--- config.mk ---
export PLATFORM = sky130hd
export DESIGN_NAME = rst_seq_ctrl
export DESIGN_NICKNAME = d
export VERILOG_FILES = /design/src/rtl/rstc_pkg.sv /design/src/rtl/rstc_src_merge.sv /design/src/rtl/rstc_stage.sv /design/src/rtl/rstc_status.sv /design/src/rtl/rst_seq_ctrl.sv
export SDC_FILE = /design/constraint.sdc
export NUM_CORES = 1
export LEC_CHECK = 0
export BUFFER_PORTS_ARGS = -buffer_cell sky130_fd_sc_hd__buf_2
export CORE_ASPECT_RATIO = 0.8
export CORE_UTILIZATION = 53
export CTS_CLUSTER_SIZE = 16
export DETAILED_ROUTE_END_ITERATION = 16
export PLACE_DENSITY_LB_ADDON = 0.3
export SKIP_CTS_REPAIR_TIMING = 1
export SYNTH_ARGS = -nofsm -noshare
export SYNTH_HDL_FRONTEND = slang
export SYNTH_SLANG_ARGS = --single-unit
--- constraint.sdc ---
create_clock -name clk -period 2.3 [get_ports clk]
set_input_delay 0.115 -clock clk [delete_from_list [all_inputs] [get_ports clk]]
set_output_delay 0.115 -clock clk [all_outputs]
set_load 0.05 [all_outputs]
--- src/rtl/rstc_pkg.sv ---
// Shared types and constants for the reset sequencer.
// Assumes a seven-bit status register with cause flags in the low five bits.
package rstc_pkg;

    // How brown-out pulses are handled
    typedef enum logic [1:0] {
        BOR_OFF    = 2'd0,
        BOR_SOFT   = 2'd1,
        BOR_ON     = 2'd2,
        BOR_ON_ALT = 2'd3
    } bor_cfg_e;

    // One bit per reset source
    typedef struct packed {
        logic por;
        logic bor;
        logic pin_run;
        logic pin_lp;
        logic wdt;
        logic swrst;
        logic stk_full;
        logic stk_under;
    } src_t;

    localparam int STAT_W   = 7;
    localparam int FLG_BOR  = 0;
    localparam int FLG_POR  = 1;
    localparam int FLG_PD   = 2;
    localparam int FLG_TO   = 3;
    localparam int FLG_RI   = 4;
    localparam int BIT_SBOR = 5;
    localparam int BIT_IPRI = 6;
    localparam logic [STAT_W-1:0] POR_VAL = 7'h3C;

endpackage

--- src/rtl/rstc_src_merge.sv ---
// Qualifies raw reset strobes against configuration and splits them into
// long (timed) and short (held) events. Purely combinational.
// Assumes the software brown-out bit comes from a register (no loop).
module rstc_src_merge
    import rstc_pkg::*;
(
    input  src_t        req,
    input  logic        pin_en,
    input  logic [1:0]  bor_cfg,
    input  logic        sbor_bit,
    output src_t        acc,
    output logic        long_ev,
    output logic        short_ev
);

    bor_cfg_e cfg;
    logic     bor_ok;

    // Decide whether brown-out pulses are honoured in the current mode
    always_comb begin
        cfg = bor_cfg_e'(bor_cfg);
        case (cfg)
            BOR_OFF:  bor_ok = 1'b0;
            BOR_SOFT: bor_ok = sbor_bit;
            default:  bor_ok = 1'b1;
        endcase
    end

    // Gate each source and classify it
    always_comb begin
        acc         = req;
        acc.bor     = req.bor & bor_ok;
        acc.pin_run = req.pin_run & pin_en;
        acc.pin_lp  = req.pin_lp & pin_en;
        long_ev     = acc.por | acc.bor;
        short_ev    = acc.pin_run | acc.pin_lp | acc.wdt | acc.swrst
                    | acc.stk_full | acc.stk_under;
    end

endmodule

--- src/rtl/rstc_stage.sv ---
// One start-up timer stage: counts 2**W step strobes while enabled and
// reached (go), then holds done until restarted. A disabled stage
// completes one cycle after it is reached.
// Assumes restart and rst_n both clear the stage synchronously.
module rstc_stage #(
    parameter int W = 10
) (
    input  logic clk,
    input  logic rst_n,
    input  logic restart,
    input  logic go,
    input  logic en,
    input  logic step,
    output logic done
);

    localparam logic [W-1:0] LAST = '1;

    logic [W-1:0] cnt;

    // Count step strobes until the last count, or skip when disabled
    always_ff @(posedge clk) begin
        if (!rst_n || restart) begin
            cnt  <= '0;
            done <= 1'b0;
        end else if (go && !done) begin
            if (!en) begin
                done <= 1'b1;
            end else if (step) begin
                if (cnt == LAST) begin
                    done <= 1'b1;
                    cnt  <= '0;
                end else begin
                    cnt <= cnt + 1'b1;
                end
            end
        end
    end


    skip_stage_chk: assert property (@(posedge clk) disable iff (!rst_n)
        (go && !done && !en && !restart) |=> done);


    done_source_chk: assert property (@(posedge clk) disable iff (!rst_n)
        $rose(done) |-> $past(go));


    rearm_chk: assert property (@(posedge clk) disable iff (!rst_n)
        restart |=> !done);

endmodule

--- src/rtl/rstc_status.sv ---
// Status register with active-low cause flags and two software bits,
// plus sticky stack reset flags kept outside the register.
// Assumes power-on has priority over events, and events over writes.
module rstc_status
    import rstc_pkg::*;
(
    input  logic              clk,
    input  logic              rst_n,
    input  src_t              acc,
    input  logic              we,
    input  logic [STAT_W-1:0] wdata,
    output logic [STAT_W-1:0] stat_q,
    output logic              stkf_q,
    output logic              stku_q
);

    logic [STAT_W-1:0] stat_nxt;

    // Apply a software write, then let events clear their flags
    always_comb begin
        stat_nxt = we ? wdata : stat_q;
        if (acc.bor)    stat_nxt[FLG_BOR] = 1'b0;
        if (acc.pin_lp) stat_nxt[FLG_PD]  = 1'b0;
        if (acc.wdt)    stat_nxt[FLG_TO]  = 1'b0;
        if (acc.swrst)  stat_nxt[FLG_RI]  = 1'b0;
    end

    // Hold the register and the sticky stack flags
    always_ff @(posedge clk) begin
        if (!rst_n || acc.por) begin
            stat_q <= POR_VAL;
            stkf_q <= 1'b0;
            stku_q <= 1'b0;
        end else begin
            stat_q <= stat_nxt;
            if (acc.stk_full)  stkf_q <= 1'b1;
            if (acc.stk_under) stku_q <= 1'b1;
        end
    end


    por_val_chk: assert property (@(posedge clk) disable iff (!rst_n)
        acc.por |=> (stat_q == POR_VAL));


    wdt_flag_chk: assert property (@(posedge clk) disable iff (!rst_n)
        (acc.wdt && !acc.por) |=> !stat_q[FLG_TO]);


    stk_set_chk: assert property (@(posedge clk) disable iff (!rst_n)
        (acc.stk_full && !acc.por) |=> stkf_q);

endmodule

--- src/rtl/rst_seq_ctrl.sv ---
// Reset sequencer top: merges reset sources, holds chip_rst in a
// set/reset register, and releases it after a short hold or, for
// power-on/brown-out, after the cascaded power-up and oscillator timers.
// Assumes all request inputs are synchronous single-cycle strobes.
module rst_seq_ctrl
    import rstc_pkg::*;
#(
    parameter int PWRT_W   = 11,
    parameter int OST_W    = 10,
    parameter int HOLD_CYC = 2
) (
    input  logic              clk,
    input  logic              rst_n,
    input  logic              por_pulse,
    input  logic              bor_pulse,
    input  logic              pin_run_req,
    input  logic              pin_lp_req,
    input  logic              wdt_req,
    input  logic              swrst_req,
    input  logic              stk_full_req,
    input  logic              stk_under_req,
    input  logic              pin_rst_en,
    input  logic [1:0]        bor_cfg,
    input  logic              pwrt_en,
    input  logic              ost_en,
    input  logic              slow_tick,
    input  logic              osc_edge,
    input  logic              stat_we,
    input  logic [STAT_W-1:0] stat_wdata,
    output logic [STAT_W-1:0] stat_q,
    output logic              stk_full_flag,
    output logic              stk_under_flag,
    output logic              chip_rst
);

    localparam int HOLD_W = $clog2(HOLD_CYC + 1);
    localparam logic [HOLD_W-1:0] HOLD_LOAD = HOLD_W'(HOLD_CYC - 1);

    src_t              req, acc;
    logic              long_ev, short_ev;
    logic              seq_active, pwrt_done, ost_done;
    logic [HOLD_W-1:0] hold;

    // Collect the raw strobes into one source vector
    always_comb begin
        req.por       = por_pulse;
        req.bor       = bor_pulse;
        req.pin_run   = pin_run_req;
        req.pin_lp    = pin_lp_req;
        req.wdt       = wdt_req;
        req.swrst     = swrst_req;
        req.stk_full  = stk_full_req;
        req.stk_under = stk_under_req;
    end

    rstc_src_merge u_merge (
        .req      (req),
        .pin_en   (pin_rst_en),
        .bor_cfg  (bor_cfg),
        .sbor_bit (stat_q[BIT_SBOR]),
        .acc      (acc),
        .long_ev  (long_ev),
        .short_ev (short_ev)
    );

    rstc_status u_status (
        .clk    (clk),
        .rst_n  (rst_n),
        .acc    (acc),
        .we     (stat_we),
        .wdata  (stat_wdata),
        .stat_q (stat_q),
        .stkf_q (stk_full_flag),
        .stku_q (stk_under_flag)
    );

    rstc_stage #(.W(PWRT_W)) u_pwrt (
        .clk     (clk),
        .rst_n   (rst_n),
        .restart (long_ev),
        .go      (seq_active),
        .en      (pwrt_en),
        .step    (slow_tick),
        .done    (pwrt_done)
    );

    rstc_stage #(.W(OST_W)) u_ost (
        .clk     (clk),
        .rst_n   (rst_n),
        .restart (long_ev),
        .go      (seq_active & pwrt_done),
        .en      (ost_en),
        .step    (osc_edge),
        .done    (ost_done)
    );

    // Set on any source; release after the hold and any timed sequence
    always_ff @(posedge clk) begin
        if (!rst_n) begin
            chip_rst   <= 1'b1;
            seq_active <= 1'b1;
            hold       <= '0;
        end else if (long_ev || short_ev) begin
            chip_rst <= 1'b1;
            hold     <= HOLD_LOAD;
            if (long_ev)                     seq_active <= 1'b1;
            else if (seq_active && ost_done) seq_active <= 1'b0;
        end else begin
            if (seq_active && ost_done) seq_active <= 1'b0;
            if (hold != '0)       hold     <= hold - 1'b1;
            else if (!seq_active) chip_rst <= 1'b0;
        end
    end


    any_src_chk: assert property (@(posedge clk) disable iff (!rst_n)
        (long_ev || short_ev) |=> chip_rst);


    short_hold_chk: assert property (@(posedge clk) disable iff (!rst_n)
        short_ev |=> chip_rst ##1 chip_rst);


    release_chk: assert property (@(posedge clk) disable iff (!rst_n)
        $fell(chip_rst) |-> $past(!seq_active && !pwrt_en | pwrt_done));

endmodule

==> flow_metrics.py <==
metrics = {
    "sta": {
        "setup_violations": 0,
        "fin_skew_ns": 0.00616,
        "min_period_over_period": 0.814,
        "rsz0062_at_grt": "no",
        "hold_viol": 0,
        "fin_tns_setup_ns": 0,
        "period_needed_ns": 1.87,
        "slew_headroom": 0.667,
        "maxSlewViolCount": 0,
        "worst_slew_pin_slew_ns": 0.494,
        "timing.fmax_ghz": 0.534,
    },
    "grt": {
        "overflow": 0,
        "antenna_found_initial": 0,
        "grt_max_degree": 17,
        "grt_pass1_wl_mm": 6.09,
        "first_global_vias": 1372,
        "globalRouteTotalUtil": 0.244,
    },
    "synth": {
        "synth_edf_count": 0,
        "syn-num-nets": 212,
        "ys_ff_latch": 36,
        "synth_area_um2": 1620,
        "ys_seq_area_frac": 0.445,
        "synth_warnings": 0,
        "synthDistinctLibCells": 39,
        "post_synth.cell_area_avg_um2": 8.79,
        "synth-async-reset-ratio": 0,
        "synthFlopType": "dfxtp_1",
        "syn_inst": 184,
    },
    "floorplanning": {
        "initial_core_util": 0.572,
        "io-pin-count": 35,
        "die_width_um": 63.8,
        "rows": 17,
        "dieArea_um2": 3280,
        "fp.dieH_um": 51.4,
        "core_um2": 2830,
    },
    "clock_network": {
        "cts_made_buffers": 5,
        "path_clk_slew_ns": 0.07,
        "cts.sinks": 36,
        "cts-root-buf": "clkbuf_8",
        "insertion_delay_ns": 0.29,
        "ctsHtreeMaxLevel": 2,
        "cts_max_path_buffers": 2,
        "cts_tree": "yes",
    },
    "power_and_ir_drop": {
        "ir_drop_v": 0.000330,
        "p_leak_uw": 0.000705,
        "p_per_area_nw_per_um2": 632,
    },
    "worst_setup_path": {
        "cp.required_ns": 2.46,
        "path_buf_inv": 0,
        "start_kind": "flip-flop",
        "worstReg2RegEnd": "u_pwrt.cnt[7]",
        "path_max_fanout": 9,
        "r2r_slack_ns": 0.43,
        "worst-setup-path-type": "reg2reg",
        "r2r_cells": 4,
        "crit_chain": "nand4b_4, or4_4, o21ai_0, nor2_1",
        "arrival_ns": 2.03,
        "worst_path_largest_cell_delay_ns": 0.55,
        "worst_setup_path_end_kind": "flip-flop",
        "slowest_stage": "or4_4",
        "crit_family": "simple AND/OR/NAND/NOR gates",
        "r2r_start": "seq_active",
    },
    "cells_and_area": {
        "num-nets-final": 249,
        "fillerInstances": 236,
        "syn_to_final_growth_pct": 17.6,
        "stdcell_count": 260,
        "final_cell_mix": "36 x dfxtp_1, 34 x buf_2, 26 x nor2_1",
        "antenna_cells": 0,
        "drive_above_1_share": 0.207,
        "layout_commonest_cell": "dfxtp_1",
    },
    "hold_path": {
        "hp-class": "in2reg",
        "hp-start": "wdt_req",
        "hold-path-endpoint": "u_status.stat_q[3]",
        "holdPathStages": 2,
    },
    "drt": {
        "drtIter0Drc": 112,
        "vias": 1439,
        "via_per_inst": 5.53,
        "drc": 0,
        "routedWlPerCell_um": 13.5,
        "first_pass_iters": 5,
        "wirelength_mm": 3.50,
        "ant_nets": 0,
    },
    "place": {
        "post-dp-hpwl_mm": 2.66,
        "placedCellCount": 252,
        "gp_congestion": 0.857,
        "portBuffers": 34,
    },
    "status": {
        "status": "finished clean",
    },
    "job": {
        "max_cap_violations": 0,
    },
}
worst max-delay path by stage:
stage,startpoint,endpoint,slack [ns],cells after the start
2_1_floorplan,u_pwrt.cnt[0],u_pwrt.cnt[10],0.65,5
3_3_place_gp,seq_active,u_pwrt.cnt[5],0.56,4
3_5_place_dp,seq_active,u_pwrt.cnt[7],0.47,4
4_1_cts,seq_active,u_pwrt.cnt[7],0.43,4
5_1_grt,seq_active,u_pwrt.cnt[7],0.29,4
6_report,seq_active,u_pwrt.cnt[7],0.43,4
stage by stage:
step                area (µm²)   util  power, µW  hold slack [ns]  setup WS (ns)
finish                    1900  0.673       1200           0.0349          0.428
global placement          1810  0.641        753            0.324          0.564
CTS                       1900  0.673       1210           0.0343          0.432
floorplan                 1620      -        716            0.187          0.652
global route              1900  0.673       1250           0.0443          0.290
detailed placement        1810  0.641        757            0.329          0.465
flip-flops by register name (all words and copies together), names as in the netlist:
| name | count |
|---|---|
| chip_rst | 1 |
| hold | 2 |
| seq_active | 1 |
| u_ost.cnt | 10 |
| u_ost.done | 1 |
| u_pwrt.cnt | 11 |
| u_pwrt.done | 1 |
| u_status.stat_q | 7 |
| u_status.stkf_q | 1 |
| u_status.stku_q | 1 |
worst reg2reg max path, cell delays in order (launching register included):
cell and delay [ns]:
dfxtp_1 0.49, nand4b_4 0.21, or4_4 0.55, o21ai_0 0.39, nor2_1 0.11
synth_stat cells, types with 2 or more instances:
cell,number,area [µm²]
nand4_1,4,25.0
nand2_1,19,71.3
mux2i_1,6,60.1
nor4_1,4,25.0
dfxtp_1,36,721
clkbuf_1,2,7.51
ha_1,3,37.5
o21ai_0,7,35.0
a21o_1,4,30.0
a21oi_1,6,30.0
nand3_1,7,35.0
inv_1,9,33.8
nor3_1,8,40.0
nor2_1,26,97.6
buf_4,2,15.0
xor2_1,4,35.0
nand3b_1,2,15.0
or4_1,3,22.5
xnor2_1,12,105
cells by family after synthesis:
| family | count (synthesis) | synth area share |
|---|---|---|
| compound gates | 26 | 0.106 |
| xor+xnor | 16 | 0.0866 |
| fa+ha+maj | 3 | 0.0232 |
| buf+inv | 13 | 0.0348 |
| flops | 36 | 0.445 |
| mux | 6 | 0.0371 |
| simple gates | 84 | 0.267 |
metal layers:
metal	vias to the layer above	global-route usage	share of wire
met1	676	0.280	0.44
met4	0	0.0871	0.0094
met3	6	0.0625	0.047
met2	39	0.440	0.50
li1	718	-	-
met5	-	0	0
area by class of cell:
cell class | instances | area [µm²] | area share
Multi-Input combinational cell | 135 | 841 | 0.442
Clock buffer | 8 | 90.1 | 0.0473
Inverter | 9 | 33.8 | 0.0178
Sequential cell | 36 | 721 | 0.379
Tap cell | 38 | 47.5 | 0.0250
Timing Repair Buffer | 34 | 170 | 0.0894
power by group:
group          switching (µW)  internal [µW]
registers                5.73            632
logic                    67.4           38.7
clock network             215            244
total                     288            915
(Power assumes the default switching activity.)
